$ cat src/rtl/rwd_pkg.sv
package rwd_pkg;
  localparam logic [7:0] KEY_RESTART = 8'h4E;
  localparam logic [7:0] KEY_STOP    = 8'hB1;
  localparam int MODE_ON_BIT   = 7;
  localparam int MODE_SPAN_LSB = 4;
  localparam int MODE_RST_BIT  = 2;

  typedef struct packed {
    logic       on;
    logic [1:0] span;
    logic       to_rst;
  } mode_t;
endpackage

$ cat src/rtl/rwd_prescale.sv
module rwd_prescale #(
  parameter int PRE_LOG2 = 2
) (
  input  logic clk,
  input  logic rst_n,
  input  logic run,
  input  logic restart,
  output logic tick
);
  generate
    if (PRE_LOG2 == 0) begin : g_direct
      assign tick = run;
    end else begin : g_div
      logic [PRE_LOG2-1:0] div_q;
      always_ff @(posedge clk or negedge rst_n) begin
        if (!rst_n)               div_q <= '0;
        else if (!run || restart) div_q <= '0;
        else                      div_q <= div_q + 1'b1;
      end
      assign tick = run && (&div_q);
    end
  endgenerate
endmodule

$ cat src/rtl/rwd_chain.sv
module rwd_chain #(
  parameter int STAGES   = 22,
  parameter int TAP_BASE = 15,
  parameter int TAP_STEP = 2
) (
  input  logic       clk,
  input  logic       rst_n,
  input  logic       run,
  input  logic       restart,
  input  logic       tick,
  input  logic [1:0] span,
  output logic       ovf
);
  logic [STAGES-1:0] cnt_q;
  logic [STAGES-1:0] low_mask;
  int                tap_idx;

  always_comb begin
    tap_idx = TAP_BASE + TAP_STEP * int'(span);
    for (int i = 0; i < STAGES; i++) low_mask[i] = (i < tap_idx);
  end

  assign ovf = run && tick && ((cnt_q & low_mask) == low_mask);

  always_ff @(posedge clk or negedge rst_n) begin
    if (!rst_n)               cnt_q <= '0;
    else if (!run || restart) cnt_q <= '0;
    else if (tick)            cnt_q <= cnt_q + 1'b1;
  end


  restart_zero_chk: assert property (@(posedge clk) disable iff (!rst_n)
    restart |=> (cnt_q == '0));

  stopped_hold_chk: assert property (@(posedge clk) disable iff (!rst_n)
    !run |=> (cnt_q == '0));
endmodule

$ cat src/rtl/rwd_regs.sv
module rwd_regs
  import rwd_pkg::*;
(
  input  logic       clk,
  input  logic       rst_n,
  input  logic       reg_we,
  input  logic       reg_addr,
  input  logic [7:0] reg_wdata,
  output mode_t      mode,
  output logic       run,
  output logic       restart
);
  logic mode_wr, key_wr, stop_cmd;

  assign mode_wr  = reg_we && !reg_addr;
  assign key_wr   = reg_we && reg_addr;
  assign restart  = key_wr && (reg_wdata == KEY_RESTART);
  assign stop_cmd = key_wr && (reg_wdata == KEY_STOP) && !mode.on;

  always_ff @(posedge clk or negedge rst_n) begin
    if (!rst_n) begin
      mode <= '{on: 1'b1, span: 2'b00, to_rst: 1'b0};
      run  <= 1'b1;
    end else begin
      if (mode_wr) begin
        mode.on     <= reg_wdata[MODE_ON_BIT];
        mode.span   <= reg_wdata[MODE_SPAN_LSB +: 2];
        mode.to_rst <= reg_wdata[MODE_RST_BIT];
      end
      if (mode_wr && reg_wdata[MODE_ON_BIT]) run <= 1'b1;
      else if (stop_cmd)                     run <= 1'b0;
    end
  end


  stop_needs_key_chk: assert property (@(posedge clk) disable iff (!rst_n)
    $fell(run) |-> $past(key_wr && reg_wdata == KEY_STOP && !mode.on));

  enabled_keeps_run_chk: assert property (@(posedge clk) disable iff (!rst_n)
    (run && mode.on && !mode_wr) |=> run);
endmodule

$ cat src/rtl/runaway_wdog.sv
module runaway_wdog
  import rwd_pkg::*;
#(
  parameter int STAGES   = 22,
  parameter int TAP_BASE = 15,
  parameter int TAP_STEP = 2,
  parameter int PRE_LOG2 = 2
) (
  input  logic       clk,
  input  logic       rst_n,
  input  logic       reg_we,
  input  logic       reg_addr,
  input  logic [7:0] reg_wdata,
  output logic       nmi_req,
  output logic       int_rst_req
);
  mode_t mode;
  logic  run, restart, tick, ovf;

  rwd_regs u_regs (
    .clk(clk), .rst_n(rst_n), .reg_we(reg_we), .reg_addr(reg_addr),
    .reg_wdata(reg_wdata), .mode(mode), .run(run), .restart(restart)
  );

  rwd_prescale #(.PRE_LOG2(PRE_LOG2)) u_pre (
    .clk(clk), .rst_n(rst_n), .run(run), .restart(restart), .tick(tick)
  );

  rwd_chain #(.STAGES(STAGES), .TAP_BASE(TAP_BASE), .TAP_STEP(TAP_STEP)) u_chain (
    .clk(clk), .rst_n(rst_n), .run(run), .restart(restart), .tick(tick),
    .span(mode.span), .ovf(ovf)
  );

  always_ff @(posedge clk or negedge rst_n) begin
    if (!rst_n) begin
      nmi_req     <= 1'b0;
      int_rst_req <= 1'b0;
    end else begin
      nmi_req <= ovf;
      if (ovf && mode.to_rst) int_rst_req <= 1'b1;
    end
  end


  nmi_single_chk: assert property (@(posedge clk) disable iff (!rst_n)
    nmi_req |=> !nmi_req);

  rst_sticky_chk: assert property (@(posedge clk) disable iff (!rst_n)
    int_rst_req |=> int_rst_req);

  rst_with_nmi_chk: assert property (@(posedge clk) disable iff (!rst_n)
    $rose(int_rst_req) |-> nmi_req);

  rst_needs_route_chk: assert property (@(posedge clk) disable iff (!rst_n)
    $rose(int_rst_req) |-> $past(mode.to_rst));
endmodule

$ cat config.mk
export PLATFORM = sky130hd
export DESIGN_NAME = runaway_wdog
export DESIGN_NICKNAME = d
export VERILOG_FILES = /design/src/rtl/rwd_pkg.sv /design/src/rtl/rwd_prescale.sv /design/src/rtl/rwd_chain.sv /design/src/rtl/rwd_regs.sv /design/src/rtl/runaway_wdog.sv
export SDC_FILE = /design/constraint.sdc
export NUM_CORES = 1
export LEC_CHECK = 0
export BUFFER_PORTS_ARGS = -buffer_cell sky130_fd_sc_hd__buf_2
export CORE_MARGIN = 4
export CORE_UTILIZATION = 44
export DETAILED_ROUTE_END_ITERATION = 7
export MAX_ROUTING_LAYER = met4
export PLACE_DENSITY = 0.6
export SYNTH_ARGS = -nofsm -noshare
export SYNTH_HDL_FRONTEND = slang
export SYNTH_SLANG_ARGS = --single-unit
$ cat constraint.sdc
create_clock -name clk -period 2.4 [get_ports clk]
set_input_delay 0.24 -clock clk [delete_from_list [all_inputs] [get_ports clk]]
set_output_delay 0.24 -clock clk [all_outputs]
set_load 0.005 [all_outputs]
==> out/results.txt <==
CP Launch Type - register
area of the multi-input gates - 872.1 um2
Fin Clk Skew - 0.004430 ns
Cells after Synth - 169
CTS hold repair buffers - 0
CP max-delay cell - and4_1
Yosys Warn Count - 0
buffers plus inverters on the worst setup path - 0
gpl congestion - 0.8692
worst skew pair latency - 0.28 ns
sequential cell area - 778.2 um2
die area - 0.004933 mm2
Slew Limit Fails - 0
FMAX - 501.4 MHz
first-pass GRT wire length - 6065 um
fillers - 355
slack of the critical path - 0.4055 ns
Fin Setup TNS - 0 ns
final net count - 200
Mean Syn Cell Area - 10.08 um2
Die W - 70.24 um
DRC errors left - 0
reg-to-reg startpoint - u_pre.g_div.div_q[0]$_DFF_PN0_
P&R area growth vs syn - 9.545%
largest net degree at the start of global routing - 32
port bufs - 13
First-pass DRT Iterations - 4
initial drt markers - 82
Post-CTS Setup Bufs - 0
post-synth cell types - 41
Leak - 0.0008051 uW
routed length per instance - 15.82 um
CTS root buf - clkbuf_8
Ant. Diodes - 0
CTS Buffer Depth - 2
Worst Hold Class - input pin to asynchronous set/reset pin
VDD IR max - 0.0003395 V
# setup viols final - 0
Die H - 70.24 um
Worst Tran Pin Value - 0.7143 ns
CTS tree - built
fraction of registers with async set/reset - 100.0%
EDFF count, synth - 0
CP cell instances - ha_1 -> and4_1 -> nand4_1 -> or3_1 -> a21oi_2
FP Rows - 22
crit path DAT - 2.20 ns
Via Count - 1,312
Max-Cap Viols - 0
stages on the worst setup path - 5
Worst R2R Path Depth - 5
reg2reg setup slack - 0.41 ns
family with the most delay on the worst path - simple AND/OR/NAND/NOR gates
Req. time, crit path - 2.60 ns
CTS Buf Count - 5
H-tree levels - 2
Post-Syn Area - 0.001704 mm2
Hold Violations, Final - 0
PwrDens - 690.8 mW/mm2
Primary FF master, synth - dfrtp_1
Clk pin slew, worst setup/hold paths - 0.06 ns
nature of the critical path endpoint - register
gr ovfl total - 0
worst setup path startpoint - u_pre.g_div.div_q[0]$_DFF_PN0_
Seq/Total Area, Yosys - 45.67%
routed wire length - 3623 um
vias in the first global route - 1,312
slew margin rel. - 52.38%
status - completed
RSZ-0062 raised after global routing - no
core box area - 0.003689 mm2
slowest cell delay on critical path - 0.52 ns
Synthesized Nets - 187
crit path max fanout - 13
DPL Wire Length - 2558 um
#FFs+latches synth - 31
post-CTS sizing - 0
Place WS - 0.4284 ns
share of cells above drive strength 1 - 19.89%
Setup CP Type - register to register
ANT nets after route - 0
Critical R2R Capture - u_chain.cnt_q[21]$_DFFE_PN0P_
global-route usage over all layers - 16.02%
clock sink total - 31
routed vias/inst - 5.729
Period minus WS final - 1.995 ns
initial antenna violation count - 0
IO Pins - 14
fin crit share - 83.11%
starting density of the core - 46.20%
[report_power, final]
part | switching, uW | internal, uW | total (uW)
combinational | 143 | 106 | 249
clock | 174 | 193 | 367
sequential | 83.3 | 591 | 674
total | 400 | 889 | 1290
[worst register-to-register path, cell delays in order (launching register included)]
cell     delay, ns
dfrtp_1       0.36
ha_1          0.35
and4_1        0.52
nand4_1       0.17
or3_1         0.36
a21oi_2       0.16
[cell families after synthesis]
| group | Yosys count | share of synthesized area [%] |
|---|---|---|
| adders and majority gates | 6 | 4.405 |
| and+or+nand+nor | 81 | 28.64 |
| DFF | 31 | 45.67 |
| xor gates and xnor gates | 14 | 7.195 |
| muxes | 4 | 2.570 |
| buffers and inverters | 11 | 3.156 |
| AOI/OAI and AO/OA | 22 | 8.371 |
[final cells by class]
cell class	count	area share (%)
clock buffer	6	3.887
inverter	3	0.6032
multi-input combinational	127	46.72
sequential	31	41.69
tap	48	3.217
timing repair buffer	14	3.887
[Yosys cell counts, types with 4 or more instances]
library cell	number	area [um2]
o21ai_0	8	40.04
nand4b_1	4	35.03
xnor2_1	6	52.55
a21oi_1	5	25.02
nor4_1	5	31.28
nor2_1	16	60.06
nand2_1	11	41.29
nand3_1	9	45.04
xor2_1	8	70.07
or3_1	5	31.28
nand4_1	11	68.82
ha_1	6	75.07
dfrtp_1	29	725.7
[sequential cells by signal (all words and copies together), names as in the netlist]
name               count
u_chain.cnt_q         22
u_regs.run             1
u_pre.g_div.div_q      2
u_regs.mode            4
int_rst_req            1
nmi_req                1
[layer usage]
metal	global-route usage, %	wire, um	up-vias
met1	19.08	1612	641
met5	-	0	-
met4	4.681	37	0
met3	4.317	145	4
met2	26.51	1828	26
li1	-	-	641
[through the flow]
step | cell area (um2) | util [%] | cells | power [uW] | hold slack [ns]
final | 1867 | 50.61 | 229 | 1290 | 0.01318
after global routing | 1867 | 50.61 | 229 | 1374 | 0.07226
after CTS | 1867 | 50.61 | 229 | 1306 | 0.03520
after detailed placement | 1794 | 48.64 | 223 | 932.2 | 0.3369
after global placement | 1794 | 48.64 | 223 | 918.7 | 0.3107
after floorplan | 1704 | - | 169 | 846.4 | -0.05559
[worst max-delay path by stage]
| stage | to | slack, ns |
|---|---|---|
| 2_1_floorplan | u_chain.cnt_q[16]$_DFFE_PN0P_ | 0.56 |
| 3_3_place_gp | u_chain.cnt_q[16]$_DFFE_PN0P_ | 0.52 |
| 3_5_place_dp | u_chain.cnt_q[16]$_DFFE_PN0P_ | 0.43 |
| 4_1_cts | u_chain.cnt_q[21]$_DFFE_PN0P_ | 0.43 |
| 5_1_grt | u_chain.cnt_q[16]$_DFFE_PN0P_ | 0.29 |
| 6_report | u_chain.cnt_q[21]$_DFFE_PN0P_ | 0.41 |
[cells in the final DEF (no fill, tap or decap), types with 2 or more instances in the layout]
cell type / count
nand2b_1: 2
and4_1: 3
inv_1: 3
a21oi_1: 5
and2_1: 3
nor4_1: 5
clkbuf_8: 5
xnor2_1: 6
nand4b_1: 4
nand2_1: 11
nand3_1: 9
nor2_1: 16
a21oi_2: 3
dfrtp_1: 29
dfstp_2: 2
buf_2: 13
mux2_2: 3
o21ai_0: 8
ha_1: 6
and4_2: 2
xor2_1: 8
nand4_1: 11
or3_1: 5
and3_1: 2
(Power assumes the default switching activity.)
